===== src/rtl/vsx_pkg.sv =====
package vsx_pkg;
  typedef enum logic [1:0] {
    SZ_B   = 2'd0,
    SZ_H   = 2'd1,
    SZ_W   = 2'd2,
    SZ_RSV = 2'd3
  } sz_e;
  localparam int unsigned NUM_SZ = 3;
endpackage


===== src/rtl/vsx_size_dec.sv =====
module vsx_size_dec
  import vsx_pkg::*;
#(
  parameter int unsigned SEL_W = 4
) (
  input  logic [SEL_W-1:0] sel_i,
  output sz_e              sz_o,
  output logic             rsv_o
);
  // leading set bit picks the lane width; the top bit and all-zero are reserved
  always_comb begin
    sz_o = SZ_RSV;
    if (sel_i[SEL_W-1])      sz_o = SZ_RSV;
    else if (sel_i[2])       sz_o = SZ_W;
    else if (sel_i[1])       sz_o = SZ_H;
    else if (sel_i[0])       sz_o = SZ_B;
    rsv_o = (sz_o == SZ_RSV);
  end
endmodule


===== src/rtl/vsx_widen.sv =====
module vsx_widen
  import vsx_pkg::*;
#(
  parameter int unsigned VEC_W = 128
) (
  input  logic [VEC_W-1:0] src_i,
  input  logic             upper_i,
  input  sz_e              sz_i,
  output logic [VEC_W-1:0] wide_o
);
  localparam int unsigned HALF_W = VEC_W / 2;

  logic [HALF_W-1:0]             half;
  logic [NUM_SZ-1:0][VEC_W-1:0]  wide;

  assign half = upper_i ? src_i[VEC_W-1:HALF_W] : src_i[HALF_W-1:0];

  for (genvar g = 0; g < NUM_SZ; g++) begin : g_sz
    localparam int unsigned EW = 8 << g;
    localparam int unsigned NE = HALF_W / EW;
    for (genvar e = 0; e < NE; e++) begin : g_lane
      assign wide[g][2*EW*e +: 2*EW] = {{EW{half[EW*e+EW-1]}}, half[EW*e +: EW]};
    end
  end

  always_comb begin
    case (sz_i)
      SZ_B:    wide_o = wide[0];
      SZ_H:    wide_o = wide[1];
      SZ_W:    wide_o = wide[2];
      default: wide_o = '0;
    endcase
  end
endmodule


===== src/rtl/vsx_out_stage.sv =====
module vsx_out_stage #(
  parameter int unsigned VEC_W   = 128,
  parameter bit          OUT_REG = 1'b1
) (
  input  logic             clk_i,
  input  logic             rst_ni,
  input  logic [VEC_W-1:0] res_i,
  input  logic             vld_i,
  input  logic             err_i,
  output logic [VEC_W-1:0] res_o,
  output logic             vld_o,
  output logic             err_o
);
  if (OUT_REG) begin : g_reg
    always_ff @(posedge clk_i or negedge rst_ni) begin
      if (!rst_ni) begin
        res_o <= '0;
        vld_o <= 1'b0;
        err_o <= 1'b0;
      end else begin
        res_o <= res_i;
        vld_o <= vld_i;
        err_o <= err_i;
      end
    end
  end else begin : g_comb
    assign res_o = res_i;
    assign vld_o = vld_i;
    assign err_o = err_i;
  end
endmodule


===== src/rtl/vec_sxt_widen.sv =====
module vec_sxt_widen
  import vsx_pkg::*;
#(
  parameter int unsigned VEC_W   = 128,
  parameter int unsigned SEL_W   = 4,
  parameter bit          OUT_REG = 1'b1
) (
  input  logic             clk_i,
  input  logic             rst_ni,
  input  logic             in_valid_i,
  input  logic [SEL_W-1:0] size_sel_i,
  input  logic             upper_half_i,
  input  logic [VEC_W-1:0] src_i,
  output logic [VEC_W-1:0] res_o,
  output logic             res_valid_o,
  output logic             err_o
);
  sz_e              sz;
  logic             rsv;
  logic [VEC_W-1:0] wide;
  logic             ok;
  logic             bad;
  logic [VEC_W-1:0] res_d;

  vsx_size_dec #(.SEL_W(SEL_W)) i_dec (
    .sel_i (size_sel_i),
    .sz_o  (sz),
    .rsv_o (rsv)
  );

  vsx_widen #(.VEC_W(VEC_W)) i_widen (
    .src_i   (src_i),
    .upper_i (upper_half_i),
    .sz_i    (sz),
    .wide_o  (wide)
  );

  assign ok    = in_valid_i & ~rsv;
  assign bad   = in_valid_i &  rsv;
  assign res_d = ok ? wide : '0;

  vsx_out_stage #(.VEC_W(VEC_W), .OUT_REG(OUT_REG)) i_out (
    .clk_i  (clk_i),
    .rst_ni (rst_ni),
    .res_i  (res_d),
    .vld_i  (ok),
    .err_i  (bad),
    .res_o  (res_o),
    .vld_o  (res_valid_o),
    .err_o  (err_o)
  );
endmodule


===== config.mk =====
export PLATFORM = sky130hd
export DESIGN_NAME = vec_sxt_widen
export DESIGN_NICKNAME = d
export VERILOG_FILES = /design/src/rtl/vsx_pkg.sv /design/src/rtl/vsx_size_dec.sv /design/src/rtl/vsx_widen.sv /design/src/rtl/vsx_out_stage.sv /design/src/rtl/vec_sxt_widen.sv
export SDC_FILE = /design/constraint.sdc
export NUM_CORES = 1
export LEC_CHECK = 0
export ABC_AREA = 1
export ABC_CLOCK_PERIOD_IN_PS = 900
export BUFFER_PORTS_ARGS = -buffer_cell sky130_fd_sc_hd__clkbuf_2
export CORE_UTILIZATION = 46
export CTS_CLUSTER_DIAMETER = 80
export CTS_CLUSTER_SIZE = 12
export DETAILED_ROUTE_END_ITERATION = 6
export HOLD_SLACK_MARGIN = 0.03
export PLACE_DENSITY = 0.78
export SYNTH_ARGS = -nofsm -noshare
export SYNTH_HDL_FRONTEND = slang
export SYNTH_SLANG_ARGS = --single-unit
export TNS_END_PERCENT = 100

===== constraint.sdc =====
create_clock -name clk_i -period 0.9 [get_ports clk_i]
set_input_delay 0.18 -clock clk_i [delete_from_list [all_inputs] [get_ports clk_i]]
set_output_delay 0.18 -clock clk_i [all_outputs]
set_load 0.1 [all_outputs]

==> impl_metrics.py, run 1 <==
metrics = {
    "outcome": {
        "outcome": "stopped before the end",
        "haltStage": "clock tree synthesis (4_1_cts)",
        "error": "[ERROR DPL-0033] detailed placement checks failed during check placement.",
    },
    "synthesis": {
        "synth_fp_nets": 777,
        "synth.avg_cell_area_um2": 8.27,
        "yosysWarningCount": 0,
        "ys_seq_elements": 114,
        "syn_area_mm2": 0.00530,
        "yosysUniqueCellTypes": 21,
        "seq_area_frac_synth": 0.538,
        "synth_cells": 641,
    },
    "clock_tree": {
        "cts_buffers": 17,
        "cts_root_buffer": "clkbuf_16",
        "htreeDepth": 4,
        "cts_setup_buffers": 19,
        "ctsResizeCount": 70,
        "postCtsHoldBufs": 3,
        "cts.path.max_buffers": 2,
        "cts.sinks": 114,
    },
    "floorplan": {
        "fp.dieH_um": 109,
        "num_rows": 38,
        "die_w_um": 109,
        "start_util": 0.481,
        "num_io_pins": 266,
    },
    "placed_design": {
        "dpl_worst_slack_ns": -0.554,
        "place.gp.congestion": 0.922,
        "dp_hpwl_um": 15300,
        "portBuffers": 265,
    },
}
-- cells in the mapped netlist --
cell type | number | area, µm²
nor2_4 | 2 | 22.5
o21ai_1 | 1 | 5.00
inv_2 | 8 | 30.0
nand2_4 | 2 | 22.5
and2_1 | 16 | 100
nand2_1 | 260 | 976
o21ai_0 | 1 | 5.00
buf_2 | 25 | 125
nand2_2 | 5 | 31.3
nor3_1 | 14 | 70.1
nand4_2 | 2 | 25.0
nor2_1 | 46 | 173
buf_4 | 20 | 150
nand3_2 | 1 | 10.0
buf_6 | 6 | 67.6
dfrtp_1 | 114 | 2850
clkbuf_1 | 2 | 7.51
nand3_1 | 14 | 70.1
inv_1 | 20 | 75.1
a21oi_1 | 62 | 310
a21oi_2 | 20 | 175
-- logic make-up after synthesis --
group	Yosys count	synth area share
buffers and inverters	81	0.0859
AOI/OAI and AO/OA	84	0.0934
DFF	114	0.538
and+or+nand+nor	362	0.283
-- stage by stage --
stage	instance area (µm²)	TNS, ns	instances
global placement	9610	-44.02	1040
floorplan	6130	-11.98	641
detailed placement	9610	-51.46	1040
==> inputs of run 2 (changes only) <==
- CORE_UTILIZATION: 46 -> 40
- CTS_CLUSTER_DIAMETER: 80 -> not set
- CTS_CLUSTER_SIZE: 12 -> not set
- HOLD_SLACK_MARGIN: 0.03 -> not set
- PLACE_DENSITY: 0.78 -> not set
- PLACE_DENSITY_LB_ADDON: not set -> 0.15
==> impl_metrics.py, run 2 <==
metrics = {
    "synthesis": {
        "syn_area_mm2": 0.00530,
        "ys.flop_type": "dfrtp_1",
        "ys_seq_elements": 114,
        "async_flop_share": 1.00,
        "synth_fp_nets": 777,
        "synth_top_cells_by_count": "260 x nand2_1, 114 x dfrtp_1, 62 x a21oi_1, 46 x nor2_1, 25 x buf_2",
        "yosysMostFrequentCell": "nand2_1",
        "netlist.area_leader.share": 0.538,
        "seq_area_frac_synth": 0.538,
        "synth.area.top_cells": "dfrtp_1 54%, nand2_1 18%, a21oi_1 5.9%",
        "yosysTopAreaCell": "dfrtp_1",
        "synth_edf_count": 0,
        "yosysUniqueCellTypes": 21,
        "synth_cells": 641,
        "synth.avg_cell_area_um2": 8.27,
        "yosysWarningCount": 0,
    },
    "sta": {
        "rsz0062_at_grt": "true",
        "finalCriticalPeriod_ns": 1.41,
        "relSlewSlack": 0.715,
        "period_share": 1.57,
        "holdWs_ns": 0.0257,
        "fmax_mhz": 709,
        "tightest_slew_ns": 0.427,
        "layout_setup_ws_ns": -0.511,
        "slew_viol_final": 0,
        "finalHoldViolCount": 0,
        "fin_tns_setup_ns": -39.21,
        "setup_violations": 131,
    },
    "routing": {
        "num_vias": 5653,
        "viasPerCell": 5.01,
        "postRouteAntennaNets": 0,
        "remaining_drc_errors": 0,
        "routedWlPerCell_um": 17.7,
        "firstDrtPassIters": 5,
        "drt-initial-drc-count": 357,
        "wl_um": 19900,
    },
    "floorplan": {
        "start_util": 0.415,
        "die_w_um": 117,
        "dieArea_mm2": 0.0137,
        "fp.dieH_um": 117,
        "num_io_pins": 266,
        "num_rows": 41,
        "coreArea_mm2": 0.0128,
    },
    "clock_tree": {
        "cts_tree": "yes",
        "cts.path.max_buffers": 2,
        "cts_root_buffer": "clkbuf_16",
        "path_clk_slew_ns": 0.05,
        "cts_buffers": 17,
        "htreeDepth": 4,
        "cts.sinks": 114,
    },
    "hold_path": {
        "min_path_type": "input port to register",
        "hold_path_end": "i_out.res_o[67]",
        "hp-start": "src_i[35]",
        "holdPathStages": 3,
    },
    "global_route": {
        "grt_max_degree": 79,
        "gr-total-overflow": 0,
        "antenna_found_initial": 0,
        "grt_pass1_vias": 5714,
        "track_usage": 0.287,
        "grt_pass1_wl_um": 29000,
    },
    "worst_setup_path": {
        "end_kind": "primary output",
        "critPathLaunchType": "register",
        "critPathKind": "register to primary output",
        "cp.required_ns": 0.72,
        "cp.arrival_ns": 1.23,
        "critPathMaxFanout": 4,
    },
    "layout": {
        "drive_gt1_frac": 0.638,
        "largestRegisters": "i_out.res_o (112), i_out.err_o (1), i_out.vld_o (1)",
        "antennaDiodeCount": 0,
        "fin_cells": 1128,
        "largest_reg_flops": 112,
        "layout_commonest_cell": "nand2_1",
        "final_nets": 1079,
        "largest_register": "i_out.res_o",
        "final_util": 0.837,
        "final_cell_mix": "241 x nand2_1, 149 x buf_12, 129 x clkbuf_2, 112 x dfrtp_2, 58 x a21oi_2",
        "synthToLayoutAreaGrowth_pct": 102,
        "fillers": 618,
    },
    "placed_design": {
        "place_inst": 1073,
        "dp_hpwl_um": 13900,
        "place.gp.congestion": 0.870,
        "portBuffers": 265,
    },
    "power_and_ir_drop": {
        "power_density_mw_per_mm2": 1560,
        "vdd_drop_max_v": 0.000983,
        "p_leak_nw": 5.03,
        "total_power_mw": 16.7,
    },
    "outcome": {
        "outcome": "complete, but fails checks",
        "failed_checks": "setup timing",
    },
    "job": {
        "drv_cap": 0,
    },
}
[run 2: cell counts after synthesis]
No cell type changed its count.
[run 2: area by class of cell]
type	count	area [µm²]	area share
Timing Repair Buffer	334	4200	0.393
Sequential cell	114	3000	0.281
Multi-Input combinational cell	448	2530	0.236
Clock buffer	23	478	0.0447
Tap cell	172	215	0.0201
Inverter	28	165	0.0154
Clock inverter	9	105	0.00983
[run 2: power by group]
part	internal, mW	total, mW	switching [mW]
combinational	1.72	4.68	2.96
sequential	5.34	5.49	0.157
clock	4.27	6.54	2.27
[run 2: worst max-delay path by stage]
| stage | from | end | slack, ns | cells past startpoint |
|---|---|---|---|---|
| after floorplan | i_out.res_o[126] | res_o[120] | -0.22 | 1 |
| after global placement | size_sel_i[3] | i_out.res_o[86] | -0.43 | 8 |
| after detailed placement | size_sel_i[3] | i_out.res_o[94] | -0.48 | 7 |
| after CTS | i_out.res_o[63] | res_o[62] | -0.51 | 2 |
| after global routing | i_out.res_o[126] | res_o[126] | -0.53 | 2 |
| final | i_out.res_o[63] | res_o[59] | -0.51 | 2 |
[run 2: metal layers]
| metal | GRT usage | vias to the layer above | wire length [µm] |
|---|---|---|---|
| met5 | 0 | - | 0 |
| met4 | 0.129 | 0 | 610 |
| met3 | 0.0628 | 53 | 1130 |
| met2 | 0.524 | 232 | 10700 |
| met1 | 0.318 | 2776 | 7490 |
| li1 | - | 2592 | - |
[run 2: repair_timing]
item,in CTS,in global routing
hold endpoints to repair,114,0
endpoints found under the setup margin,194,187
hold buffers,1,0
resized for setup,17,33
gates cloned,4,4
buffers inserted,5,9
pin swaps,4,9
[run 2: cell families after synthesis]
group	share of synthesized area
simple gates	0.283
flops	0.538
compound gates	0.0934
buf+inv	0.0859
[run 2: critical path, cell delays in order (launching register included)]
cell	delay (ns)
dfrtp_4	0.49
buf_6	0.16
buf_12	0.16
[run 2: metrics by stage]
step                area, µm²  setup slack, ns
global route            10700           -0.531
detailed placement       9620           -0.482
global placement         9620           -0.426
floorplan                6130           -0.225
finish                  10700           -0.511
CTS                     10400           -0.511
Note: power is estimated with default switching activity, not from simulation.
==> inputs of run 3 (changes only) <==
- CELL_PAD_IN_SITES_DETAIL_PLACEMENT: not set -> 0
- CELL_PAD_IN_SITES_GLOBAL_PLACEMENT: not set -> 1
- CORE_UTILIZATION: 40 -> 34
- CTS_BUF_LIST: not set -> sky130_fd_sc_hd__clkbuf_8 sky130_fd_sc_hd__clkbuf_16
- SYNTH_HIERARCHICAL: not set -> 1
==> impl_metrics.py, run 3 <==
metrics = {
    "layout": {
        "synthToLayoutAreaGrowth_pct": 99.4,
        "largest_register": "i_out/res_o",
        "largest_reg_flops": 128,
        "layout_commonest_cell": "nand2_1",
        "finalInstanceArea_mm2": 0.0131,
        "final_cell_mix": "211 x nand2_1, 151 x buf_12, 130 x clkbuf_2, 122 x dfrtp_2, 120 x nor2_1",
        "final_nets": 1385,
        "antennaDiodeCount": 0,
        "drive_gt1_frac": 0.649,
        "fillers": 1435,
        "largestRegisters": "i_out/res_o (128), i_out/err_o (1), i_out/vld_o (1)",
    },
    "synthesis": {
        "yosysUniqueCellTypes": 17,
        "seq_area_frac_synth": 0.497,
        "ys.flop_type": "dfrtp_1",
        "synth.area.top_cells": "dfrtp_1 50%, nand2_1 18%, inv_1 9.6%",
        "synth_edf_count": 0,
        "yosysWarningCount": 6,
        "synth.avg_cell_area_um2": 7.10,
        "syn_area_mm2": 0.00655,
        "netlist.area_leader.share": 0.497,
        "async_flop_share": 1.00,
        "synth_cells": 923,
        "yosysMostFrequentCell": "nand2_1",
        "synth_fp_nets": 1059,
        "synth_top_cells_by_count": "321 x nand2_1, 168 x inv_1, 156 x nor2_1, 130 x dfrtp_1, 45 x nand3_1",
        "yosysTopAreaCell": "dfrtp_1",
        "ys_seq_elements": 130,
    },
    "sta": {
        "period_share": 1.33,
        "layout_setup_ws_ns": -0.300,
        "tightest_slew_ns": 0.413,
        "rsz0062_at_grt": "true",
        "finalHoldViolCount": 0,
        "setup_violations": 258,
        "fmax_mhz": 833,
        "slew_viol_final": 0,
        "holdWs_ns": 0.0697,
        "finalCriticalPeriod_ns": 1.20,
        "relSlewSlack": 0.724,
    },
    "routing": {
        "drt-initial-drc-count": 295,
        "wl_um": 24200,
        "remaining_drc_errors": 0,
        "num_vias": 6771,
        "routedWlPerCell_um": 16.2,
        "firstDrtPassIters": 5,
        "viasPerCell": 4.53,
        "postRouteAntennaNets": 0,
    },
    "worst_setup_path": {
        "critPathKind": "register to primary output",
        "crit_family": "flip-flops",
        "crit_end": "res_o[87]",
        "cp.arrival_ns": 1.02,
        "critPathSlowestCell": "dfrtp_2",
        "cp.required_ns": 0.72,
        "cp-startpoint": "i_out/res_o[87]",
        "critPathLaunchType": "register",
        "crit_buf_inv": 1,
        "max_stage_delay_ns": 0.43,
        "critPathMaxFanout": 1,
        "end_kind": "primary output",
        "worst-path-stages": 1,
        "crit_chain": "buf_12",
    },
    "outcome": {
        "failed_checks": "setup timing",
        "outcome": "complete, but fails checks",
    },
    "placed_design": {
        "dpl_worst_slack_ns": -0.687,
        "portBuffers": 265,
        "place.gp.congestion": 0.830,
        "dp_hpwl_um": 15700,
        "place_area_mm2": 0.0106,
    },
    "floorplan": {
        "die_w_um": 141,
        "num_rows": 50,
        "dieArea_mm2": 0.0198,
        "start_util": 0.349,
        "fp.dieH_um": 141,
        "coreArea_mm2": 0.0188,
        "num_io_pins": 266,
    },
    "clock_tree": {
        "cts_root_buffer": "clkbuf_16",
        "htreeDepth": 4,
        "cts.path.max_buffers": 2,
        "cts_buffers": 17,
        "cts_tree": "yes",
        "path_clk_slew_ns": 0.06,
        "cts.sinks": 130,
    },
    "global_route": {
        "track_usage": 0.245,
        "gr-total-overflow": 0,
        "grt_pass1_wl_um": 36600,
        "antenna_found_initial": 0,
        "grt_max_degree": 47,
        "grt_pass1_vias": 6634,
    },
    "power_and_ir_drop": {
        "vdd_drop_max_v": 0.00134,
        "p_leak_nw": 6.62,
        "power_density_mw_per_mm2": 1440,
    },
    "job": {
        "drv_cap": 0,
    },
    "hold_path": {
        "hp-start": "src_i[35]",
        "min_path_type": "input port to register",
    },
}
-- run 3: changes by cell type after synthesis, moves of 20 or more --
| cell | delta |
|---|---|
| a21oi_2 | -20 |
| nor2_1 | +110 |
| nand3_1 | +31 |
| inv_1 | +148 |
| nand2_1 | +61 |
| a21oi_1 | -58 |
| o21ai_0 | +29 |
-- run 3: how the worst min path moves through the flow --
stage,to,slack (ns),cells past startpoint
4_1_cts,i_out/res_o[1],0.06,5
6_report,i_out/res_o[67],0.07,5
2_1_floorplan,i_out/err_o,-0.12,0
5_1_grt,i_out/res_o[1],0.08,5
3_3_place_gp,i_out/res_o[66],-0.003,1
3_5_place_dp,i_out/res_o[66],-0.004,1
-- run 3: power breakdown --
part	switching (mW)	internal, mW
sequential	0.150	6.05
combinational	3.36	2.15
clock	2.81	4.27
-- run 3: logic make-up after synthesis --
family | after synthesis | share of synthesized area
AND/OR/NAND/NOR | 528 | 0.314
buffers and inverters | 230 | 0.161
AO/OA/AOI/OAI | 35 | 0.0277
flip-flops | 130 | 0.497
-- run 3: layer usage --
metal | track usage | vias up | routed length (µm)
met5 | 0 | - | 0
met4 | 0.0778 | 0 | 584
met3 | 0.0510 | 38 | 1170
met2 | 0.428 | 199 | 12300
met1 | 0.302 | 3213 | 10100
li1 | - | 3321 | -
-- run 3: area by class of cell --
class                           count  area (µm²)  area share
Clock buffer                       19         453      0.0347
Clock inverter                     13         149      0.0114
Inverter                          171         674      0.0516
Multi-Input combinational cell    565        3380       0.259
Sequential cell                   130        3410       0.261
Tap cell                          234         293      0.0224
Timing Repair Buffer              364        4710       0.361
-- run 3: repair_timing --
action / in CTS / in global routing
pin swaps: 139 / 135
hold buffers: 2 / 0
gates cloned: 13 / 3
resized for setup: 215 / 216
buffers inserted: 26 / 8
setup endpoints to repair: 259 / 259
hold endpoints to repair: 131 / 0
-- run 3: metrics by stage --
stage	setup TNS (ns)	utilization	cells	total power [mW]
2_1_floorplan	-27.93	-	923	8.83
3_3_place_gp	-72.93	0.562	1416	10.6
3_5_place_dp	-76.71	0.562	1416	10.6
4_1_cts	-45.13	0.661	1487	18.4
5_1_grt	-68.40	0.696	1496	19.5
6_report	-59.46	0.696	1496	18.8
